File: config.mk
export PLATFORM = sky130hd
export DESIGN_NAME = baud_gen_pair
export DESIGN_NICKNAME = d
export VERILOG_FILES = /design/src/rtl/baud_gen_pkg.sv /design/src/rtl/brg_rate_lookup.sv /design/src/rtl/brg_divider.sv /design/src/rtl/baud_gen_pair.sv
export SDC_FILE = /design/constraint.sdc
export NUM_CORES = 1
export LEC_CHECK = 0
export BUFFER_PORTS_ARGS = -buffer_cell sky130_fd_sc_hd__clkbuf_2
export CAP_MARGIN = 20
export CELL_PAD_IN_SITES_DETAIL_PLACEMENT = 0
export CELL_PAD_IN_SITES_GLOBAL_PLACEMENT = 1
export CORE_ASPECT_RATIO = 1.1
export CORE_MARGIN = 2
export CORE_UTILIZATION = 46
export DETAILED_ROUTE_END_ITERATION = 8
export GPL_ROUTABILITY_DRIVEN = 0
export PLACE_DENSITY = 0.89
export SYNTH_ARGS = -nofsm -noshare
export SYNTH_HDL_FRONTEND = slang
export SYNTH_HIERARCHICAL = 1
export SYNTH_SLANG_ARGS = --single-unit
File: constraint.sdc
create_clock -name clk -period 3.3 [get_ports clk]
set_input_delay 0.33 -clock clk [delete_from_list [all_inputs] [get_ports clk]]
set_output_delay 0.33 -clock clk [all_outputs]
set_load 0.01 [all_outputs]
File: src/rtl/baud_gen_pkg.sv
// Shared types and elaboration-time rate arithmetic for the baud generator.
// Assumes rows are numbered {mode_row[1:0], bank, code[3:0]}; mode row 3 is unassigned.
package baud_gen_pkg;

    typedef struct packed {
        logic [2:0] mode;
        logic       bank;
        logic [3:0] code;
    } rate_sel_t;

    localparam int ROW_W = 7;
    localparam int TBL_N = 1 << ROW_W;

    // Map the 3-bit extended-mode field to a table row group (3 = unassigned).
    function automatic logic [1:0] mode_row(input logic [2:0] m);
        case (m)
            3'b000:  return 2'd0;
            3'b001:  return 2'd1;
            3'b101:  return 2'd2;
            default: return 2'd3;
        endcase
    endfunction

    // Nominal baud rate of a table row; 0 marks an unassigned row.
    function automatic int unsigned nominal_baud(input int unsigned row);
        logic [1:0] mr;
        logic       bk;
        logic [3:0] cd;
        mr = 2'(row >> 5);
        bk = 1'(row >> 4);
        cd = 4'(row);
        case ({mr, bk})
            3'b000: case (cd)
                4'd0: return 50;     4'd1: return 110;   4'd2: return 134;
                4'd3: return 200;    4'd4: return 300;   4'd5: return 600;
                4'd6: return 1200;   4'd7: return 1050;  4'd8: return 2400;
                4'd9: return 4800;   4'd10: return 7200; 4'd11: return 9600;
                4'd12: return 38400;
                default: return 0;
            endcase
            3'b001: case (cd)
                4'd0: return 75;     4'd1: return 110;   4'd2: return 134;
                4'd3: return 150;    4'd4: return 300;   4'd5: return 600;
                4'd6: return 1200;   4'd7: return 2000;  4'd8: return 2400;
                4'd9: return 4800;   4'd10: return 1800; 4'd11: return 9600;
                4'd12: return 19200;
                default: return 0;
            endcase
            3'b010: case (cd)
                4'd8: return 14400;  4'd9: return 28800;
                4'd11: return 57600; 4'd12: return 230400;
                default: return 0;
            endcase
            3'b011: case (cd)
                4'd0: return 450;    4'd3: return 900;
                4'd5: return 3600;   4'd12: return 115200;
                default: return 0;
            endcase
            3'b100: case (cd)
                4'd1: return 880;    4'd2: return 1076;
                default: return 0;
            endcase
            default: return 0;
        endcase
    endfunction

    // Divisor rounded to nearest; 0 when the baud rate is unassigned.
    function automatic int unsigned divisor_for(input int unsigned ref_hz,
                                                input int unsigned os,
                                                input int unsigned baud);
        if (baud == 0) return 0;
        return (ref_hz + (os * baud) / 2) / (os * baud);
    endfunction

endpackage

File: src/rtl/brg_rate_lookup.sv
// Resolves one direction's selection to a divisor and a nominal baud rate.
// Assumes both tables are constants built at elaboration from REF_HZ; no runtime division.
module brg_rate_lookup
    import baud_gen_pkg::*;
#(
    parameter int unsigned REF_HZ     = 3686400,
    parameter int unsigned OVERSAMPLE = 16,
    parameter int          CNT_W      = 13,
    parameter int          BAUD_W     = 18
) (
    input  rate_sel_t           sel_i,
    output logic [CNT_W-1:0]    div_o,
    output logic [BAUD_W-1:0]   baud_o
);

    logic [CNT_W-1:0]  div_tbl  [TBL_N];
    logic [BAUD_W-1:0] baud_tbl [TBL_N];
    logic [ROW_W-1:0]  row;

    // Elaboration-time tables, one entry per row.
    for (genvar g = 0; g < TBL_N; g++) begin : g_row
        localparam int unsigned B = nominal_baud(g);
        assign baud_tbl[g] = BAUD_W'(B);
        assign div_tbl[g]  = CNT_W'(divisor_for(REF_HZ, OVERSAMPLE, B));
    end

    // Row index from mode group, bank and code.
    always_comb begin
        row    = {mode_row(sel_i.mode), sel_i.bank, sel_i.code};
        div_o  = div_tbl[row];
        baud_o = baud_tbl[row];
    end

endmodule

File: src/rtl/brg_divider.sv
// Free-running tick divider for one direction.
// Assumes div_i is constant while sel_i is constant; div_i = 0 means idle.
module brg_divider
    import baud_gen_pkg::*;
#(
    parameter int CNT_W = 13
) (
    input  logic             clk,
    input  logic             rst_n,
    input  rate_sel_t        sel_i,
    input  logic [CNT_W-1:0] div_i,
    output logic             tick_o
);

    rate_sel_t        sel_q;
    logic [CNT_W-1:0] cnt_q;
    logic             reload;

    // Any change of the selection since the last edge restarts the count.
    assign reload = (sel_i != sel_q);

    // Counter: restart on change or idle, strobe and wrap at the divisor.
    always_ff @(posedge clk) begin
        if (!rst_n) begin
            sel_q  <= sel_i;
            cnt_q  <= CNT_W'(1);
            tick_o <= 1'b0;
        end else begin
            sel_q <= sel_i;
            if (reload || div_i == '0) begin
                cnt_q  <= CNT_W'(1);
                tick_o <= 1'b0;
            end else if (cnt_q == div_i) begin
                cnt_q  <= CNT_W'(1);
                tick_o <= 1'b1;
            end else begin
                cnt_q  <= cnt_q + CNT_W'(1);
                tick_o <= 1'b0;
            end
        end
    end

    // the cycle after a restart carries no stale tick.
    assert_reload_silent_R7: assert property (@(posedge clk) disable iff (!rst_n)
        reload |=> !tick_o);

    // with a divisor above one, ticks are single-cycle pulses.
    assert_tick_single_R1: assert property (@(posedge clk) disable iff (!rst_n)
        (tick_o && div_i > CNT_W'(1)) |=> !tick_o);

    // an unassigned selection keeps the tick low.
    assert_idle_low_R6: assert property (@(posedge clk) disable iff (!rst_n)
        (div_i == '0) |=> !tick_o);

    // a reset edge clears the tick.
    assert_reset_quiet_R10: assert property (@(posedge clk)
        !rst_n |=> !tick_o);

endmodule

File: src/rtl/baud_gen_pair.sv
// Top: independent receive and transmit 16x tick generators sharing bank and mode.
// Assumes clk runs at REF_HZ; the select register lives outside this block.
module baud_gen_pair
    import baud_gen_pkg::*;
#(
    parameter int unsigned REF_HZ     = 3686400,
    parameter int unsigned OVERSAMPLE = 16,
    parameter int unsigned MIN_BAUD   = 50,
    parameter int          BAUD_W     = 18
) (
    input  logic              clk,
    input  logic              rst_n,
    input  logic [3:0]        rx_code,
    input  logic [3:0]        tx_code,
    input  logic              set_sel,
    input  logic [2:0]        ext_mode,
    output logic              rx_tick,
    output logic              tx_tick,
    output logic [BAUD_W-1:0] rx_rate_nom,
    output logic [BAUD_W-1:0] tx_rate_nom
);

    localparam int unsigned MAX_DIV = divisor_for(REF_HZ, OVERSAMPLE, MIN_BAUD);
    localparam int          CNT_W   = $clog2(MAX_DIV + 1);
    localparam int          N_DIR   = 2;

    logic              tick_w [N_DIR];
    logic [BAUD_W-1:0] nom_q  [N_DIR];

    // One lookup, divider and debug register per direction (0 = rx, 1 = tx).
    for (genvar ch = 0; ch < N_DIR; ch++) begin : g_dir
        rate_sel_t         sel;
        logic [CNT_W-1:0]  div;
        logic [BAUD_W-1:0] baud;

        assign sel = {ext_mode, set_sel, (ch == 0) ? rx_code : tx_code};

        brg_rate_lookup #(
            .REF_HZ    (REF_HZ),
            .OVERSAMPLE(OVERSAMPLE),
            .CNT_W     (CNT_W),
            .BAUD_W    (BAUD_W)
        ) u_lookup (
            .sel_i (sel),
            .div_o (div),
            .baud_o(baud)
        );

        brg_divider #(.CNT_W(CNT_W)) u_div (
            .clk   (clk),
            .rst_n (rst_n),
            .sel_i (sel),
            .div_i (div),
            .tick_o(tick_w[ch])
        );

        // Debug copy of the nominal rate, one cycle behind the inputs.
        always_ff @(posedge clk) begin
            if (!rst_n) nom_q[ch] <= '0;
            else        nom_q[ch] <= baud;
        end

        // a zero nominal rate never coincides with a tick.
        assert_nom_zero_quiet_R6: assert property (@(posedge clk) disable iff (!rst_n)
            (nom_q[ch] == '0) |-> !tick_w[ch]);
    end

    assign rx_tick     = tick_w[0];
    assign tx_tick     = tick_w[1];
    assign rx_rate_nom = nom_q[0];
    assign tx_rate_nom = nom_q[1];

endmodule

# After elaboration in Yosys (flattened, before gate mapping)
# Memory sizes are Yosys's and may differ from the RTL's.
# Index checks and enable logic that the tools add are counted.
[word_totals]
ff_bits = 40
mem_bits_rw = 36
rom_bits = 7936
input_bits = 14
n_memories = 5
[classes]
n_addsub = 2
order_cmp = 2
n_eq_ne = 6
n_mux = 15
bitwise_logic = 5
reduce_logical = 9
[memory_table]
columns = ["memory", "words", "width", "rd", "rd_ports_with_merged_regs", "write_ports", "line_no", "text"]
rows = [
  ["(name not given)", 128, 18, 1, 0, 0, "brg_rate_lookup.sv:31", "baud_o = baud_tbl[row];"],
  ["(name not given)", 128, 18, 1, 0, 0, "brg_rate_lookup.sv:31", ""],
  ["(name not given)", 128, 13, 1, 0, 0, "brg_rate_lookup.sv:30", "div_o = div_tbl[row];"],
  ["(name not given)", 128, 13, 1, 0, 0, "brg_rate_lookup.sv:30", ""],
  ["nom_q", 2, 18, 2, 0, 2, "baud_gen_pair.sv:28", "logic [BAUD_W-1:0] nom_q [N_DIR];"],
]
[ops]
columns = ["cell", "n"]
rows = [
  ["$mux W18", 6],
  ["$mux W13", 4],
  ["$add A13 B1 Y13 const B", 2],
  ["$eq A13 B13 Y1", 2],
  ["$logic_not A13 Y1", 2],
  ["$ge A8 B8 Y1 const B", 2],
  ["$ne A8 B8 Y1", 2],
  ["$not A7 Y8", 2],
  ["$pmux W2 S3", 1],
  ["$reduce_or A3 Y1", 2],
  ["$mux W1", 4],
  ["$reduce_or A2 Y1", 2],
  ["$eq A3 B1 Y1 const B", 1],
  ["$eq A3 B3 Y1 const B", 1],
  ["$logic_not A3 Y1", 1],
  ["$logic_or A1 B1 Y1", 2],
  ["$or A1 B1 Y1", 2],
  ["$not A1 Y1", 1],
]

# Longest topological paths before layout
[logic_depth]
ltp_word = 9
ltp_mapped = 13
depth_no_buf = 10

# Hierarchy
# Netlist, hierarchy kept.
[modules_own_cells]
columns = ["mod", "n_inst", "cells_each", "area_per_inst_um2", "seq_area_each_um2"]
rows = [
  ["brg_divider", 2, 107, 1136.1, 440.4],
  ["brg_rate_lookup (g_dir[0].u_lookup)", 1, 200, 1237.4, 0.0],
  ["brg_rate_lookup (g_dir[1].u_lookup)", 1, 193, 1219.9, 0.0],
  ["baud_gen_pair", 1, 75, 1006.0, 720.7],
]

# Least setup slack after synthesis
# No wires, ideal clock.
[synth_timing]
path_kind = "input-to-reg"
start = "input rx_code[0]"
end = "register g_dir[0].u_div.cnt_q[10]"
arrival_ns = 2.790
required_time_ns = 3.173
path_slack_ns = 0.382
stages = 13
cell_sequence = "clkbuf_1 > inv_1 > ha_1 > buf_2 > nor2b_1 > a21oi_1 > or4_4 > nand2b_1 > xnor2_1 > nand4_1 > nor3_2 > buf_2 > a211oi_1"
[synth_between]
elab_chain_cells = 7
[synth_lines]
columns = ["element", "line_no", "text"]
rows = [
  ["from (decl)", "baud_gen_pair.sv:13", "input logic [3:0] rx_code,"],
  ["$not A7 Y8 (implied by the code) *", "brg_rate_lookup.sv:30", ""],
  ["$mem_v2 Z128 W13 *", "n/a", ""],
  ["$mux W13 (implied by the code) * (2 in series)", "brg_rate_lookup.sv:30", ""],
  ["via g_dir[0].div[0]", "baud_gen_pair.sv:33", "logic [CNT_W-1:0] div;"],
  ["$logic_not A13 Y1", "brg_divider.sv:30", "if (reload || div_i == '0) begin"],
  ["$logic_or A1 B1 Y1", "brg_divider.sv:30", ""],
  ["$reduce_or A3 Y1 (no line) *", "n/a", ""],
  ["to (signal assigned)", "brg_divider.sv:37", "cnt_q <= cnt_q + CNT_W'(1);"],
  ["to (decl)", "brg_divider.sv:16", "logic [CNT_W-1:0] cnt_q;"],
]
# The timed path passes the listed nets; every way through them passes the cells marked *. The select of a mux whose other input is x is not followed.
# A chain may end at the register's enable or synchronous reset.

# Worst setup path in the final report
[layout_timing]
start = "input ext_mode[1]"
end = "register g_dir[1].u_div.cnt_q[6]"
[layout_between]
elab_chain_cells = 9
[layout_lines]
columns = ["element", "line_no", "text"]
rows = [
  ["from (decl)", "baud_gen_pair.sv:16", "input logic [2:0] ext_mode,"],
  ["$eq A3 B3 Y1, or another cell as far along", "baud_gen_pkg.sv:16", "case (m)"],
  ["$pmux W2 S3 *", "baud_gen_pkg.sv:16", ""],
  ["$not A7 Y8 (implied by the code) *", "brg_rate_lookup.sv:30", ""],
  ["$mem_v2 Z128 W13 *", "n/a", ""],
  ["$mux W13 (implied by the code) * (2 in series)", "brg_rate_lookup.sv:30", ""],
  ["via g_dir[1].div[10]", "baud_gen_pair.sv:33", ""],
  ["$logic_not A13 Y1", "brg_divider.sv:30", ""],
  ["$logic_or A1 B1 Y1", "brg_divider.sv:30", ""],
  ["$reduce_or A3 Y1 (no line) *", "n/a", ""],
  ["to (signal assigned)", "brg_divider.sv:37", ""],
  ["to (decl)", "brg_divider.sv:16", ""],
]
# Marks and branches as above.

==> impl_metrics.env <==
export IMPL_vias=5457
export IMPL_h_tree_depth=3
export IMPL_clk_pin_slew_ns=0.06
export IMPL_cts_resized=0
export IMPL_peakVddDrop_mv=0.2109
export IMPL_synth_top_area_share_pct=27.92
export IMPL_clk_latency_ns=0.34
export IMPL_synth_edf_count=0
export IMPL_final_cells=886
export IMPL_cp_arrival_ns=3.02
export IMPL_via_per_inst=6.159
export IMPL_p_leak_nw=2.619
export IMPL_synth_seq_area_share_pct=27.92
export IMPL_die_w_um=110.5
export IMPL_p_switching_mw=0.6999
export IMPL_layout_drive_gt1_share_pct=24.73
export IMPL_cts_buffers=9
export IMPL_status="complete, no violations"
export IMPL_synth_top_area_cell="dfxtp_1"
export IMPL_drt_iter0_drc=488
export IMPL_yosys_warnings=6
export IMPL_ys_flop_type="dfxtp_1"
export IMPL_drt_total_wl_mm=15.93
export IMPL_grt_ovfl_total=0
export IMPL_crit_path_max_fanout=19
export IMPL_worstSetupPathType="input pin to flip-flop"
export IMPL_ys_async_sr_fraction_pct=0
export IMPL_cts_sink_count=80
export IMPL_drv_slew=0
export IMPL_seq_power_share_pct=42.0
export IMPL_core_um2=12090
export IMPL_num_rows=42
export IMPL_comb_power_share_pct=18.2
export IMPL_cts_setup_buffers=0
export IMPL_fin_crit_ns=2.781
export IMPL_io_pin_count=52
export IMPL_wire_per_inst_um=17.98
export IMPL_dieArea_um2=13380
export IMPL_drtAntennaViolNets=0
export IMPL_synth_seq_cells=80
export IMPL_synthTopCellsByArea="dfxtp_1 (28%), xnor2_1 (5.8%), and2_2 (4.7%)"
export IMPL_first_global_vias=5288
export IMPL_power_density_nw_per_um2=365.8
export IMPL_ctsHoldBuffers=0
export IMPL_antenna_found_initial=0
export IMPL_rsz0062_at_grt="no"
export IMPL_finish_utilization_pct=53.31
export IMPL_start_util_pct=47.45
export IMPL_cts_tree="built"
export IMPL_setup_viol_count_final=0
export IMPL_dp_hpwl_mm=11.40
export IMPL_hold_class="input pin to flip-flop"
export IMPL_grt_max_degree=28
export IMPL_dp_cells=870
export IMPL_synth_distinct_cells=72
export IMPL_p_int_mw=1.657
export IMPL_finClkSkew_ns=0.009952
export IMPL_yosys_top_cells_count="dfxtp_1 (80), nand2_1 (44), nor2_1 (43)"
export IMPL_synth_fp_nets=714
export IMPL_post_synth_top_count_cell="dfxtp_1"
export IMPL_fill_cells=1148
export IMPL_syn2layout_area_growth_pct=12.35
export IMPL_fin_crit_sh_pct=84.29
export IMPL_io_buffers=51
export IMPL_clkPwrFrac_pct=39.8
export IMPL_diodes=0
export IMPL_die_h_um=121.1
export IMPL_drc=0
export IMPL_tns_ns=0
export IMPL_grt_use_total_pct=24.14
export IMPL_worst_ep_required_time_ns=3.54
export IMPL_slew_headroom_pct=56.83
export IMPL_clock_fmax_mhz=359.5
export IMPL_cap_viol_max_count=0
export IMPL_root_buffer="clkbuf_16"
export IMPL_holdWs_ns=0.2869
export IMPL_synth_area_um2=5736
export IMPL_crit_path_end_kind="flip-flop"
export IMPL_hold_viol_final=0
export IMPL_drtPass1Iterations=5
export IMPL_grt_pass1_wl_mm=26.44
export IMPL_syn_area_per_cell_um2=8.410
export IMPL_synthCells=682
export IMPL_clock_path_buffers=2
export IMPL_worst_slew_pin_slew_ns=0.6394
export IMPL_crit_path_start_kind="input pin"
export IMPL_p_sw_share_pct=29.69
export IMPL_nets=759
per-layer routing:
| metal | vias to the layer above | global-route usage (%) | routed length [µm] |
|---|---|---|---|
| li1 | 2549 | - | - |
| met1 | 2543 | 29.73 | 6325 |
| met2 | 292 | 40.41 | 7670 |
| met3 | 73 | 3.896 | 1243 |
| met4 | 0 | 13.36 | 691 |
| met5 | - | 0 | 0 |
cells in the final DEF, fill, tap and decap left out, drive strengths merged, types with 4 or more instances in the layout:
cell type   n
ha         18
inv        20
nand2      44
mux2i      11
nand2b     14
a22o        4
dfxtp      80
o31ai       5
clkbuf     60
o21ai      26
nor3       20
xor2       30
a21o        7
clkinv      5
a31oi       4
o311ai      4
or2         4
xnor2      38
a21oi      29
a211o       4
buf        38
or3         5
nor4       14
o211ai      7
nor2       44
nand4      16
mux2        5
and2       43
a211oi     33
and3        6
a221oi     10
nor2b      11
nand3      33
metrics by stage:
step	setup WS (ns)	total power [mW]	area, µm²
floorplan	0.3823	1.300	5736
global placement	0.3409	1.423	6166
detailed placement	0.2662	1.427	6166
CTS	0.6181	2.366	6444
global route	0.2811	2.453	6444
finish	0.5186	2.357	6444
power by group through the flow:
stage	registers, mW	logic, mW	clock network [mW]
after floorplan	1.01	0.286	0
after global placement	1.01	0.413	0
after detailed placement	1.01	0.415	0
after CTS	0.989	0.418	0.959
after global routing	0.990	0.464	0.999
final	0.989	0.430	0.938
area by class of cell:
cell class / count / area [µm²] / share of cell area (%)
Timing Repair Buffer: 89 / 540.5 / 8.388
Tap cell: 154 / 192.7 / 2.990
Clock inverter: 7 / 52.55 / 0.8155
Sequential cell: 80 / 1602 / 24.85
Inverter: 18 / 67.56 / 1.049
Clock buffer: 9 / 225.2 / 3.495
Multi-Input combinational cell: 529 / 3764 / 58.41
critical path, stage by stage:
cell	delay [ns]
clkbuf_2	0.29
or2_2	0.40
nor2_1	0.30
nand2_1	0.26
a211oi_1	0.40
buf_4	0.19
nor3_1	0.05
nand4_1	0.11
nand4_1	0.19
buf_4	0.25
a221oi_1	0.23
path summary, 6_finish.rpt:
check / start / to / slack [ns] / cells after the start
max: ext_mode[1] / g_dir[1].u_div/cnt_q[6] / 0.52 / 11
min: tx_code[1] / g_dir[1].u_div/sel_q[1] / 0.29 / 1
max reg2reg: g_dir[1].u_div/sel_q[4] / g_dir[1].u_div/cnt_q[6] / 1.70 / 5
min reg2reg: g_dir[0].u_div/cnt_q[0] / g_dir[0].u_div/cnt_q[0] / 0.52 / 2
state kept, by name, summed over array words and instances (netlist names):
register            count
g_dir.u_div/tick_o      2
nom_q                  36
g_dir.u_div/sel_q      16
g_dir.u_div/cnt_q      26
logic make-up after synthesis:
group | after synthesis | synth area share, %
adder cells (fa/ha/maj) | 18 | 3.927
AO/OA/AOI/OAI | 158 | 20.46
XOR/XNOR | 68 | 10.38
flip-flops | 80 | 27.92
multiplexers | 16 | 2.901
AND/OR/NAND/NOR | 269 | 27.95
buffers and inverters | 73 | 6.457
(Power assumes the default switching activity.)
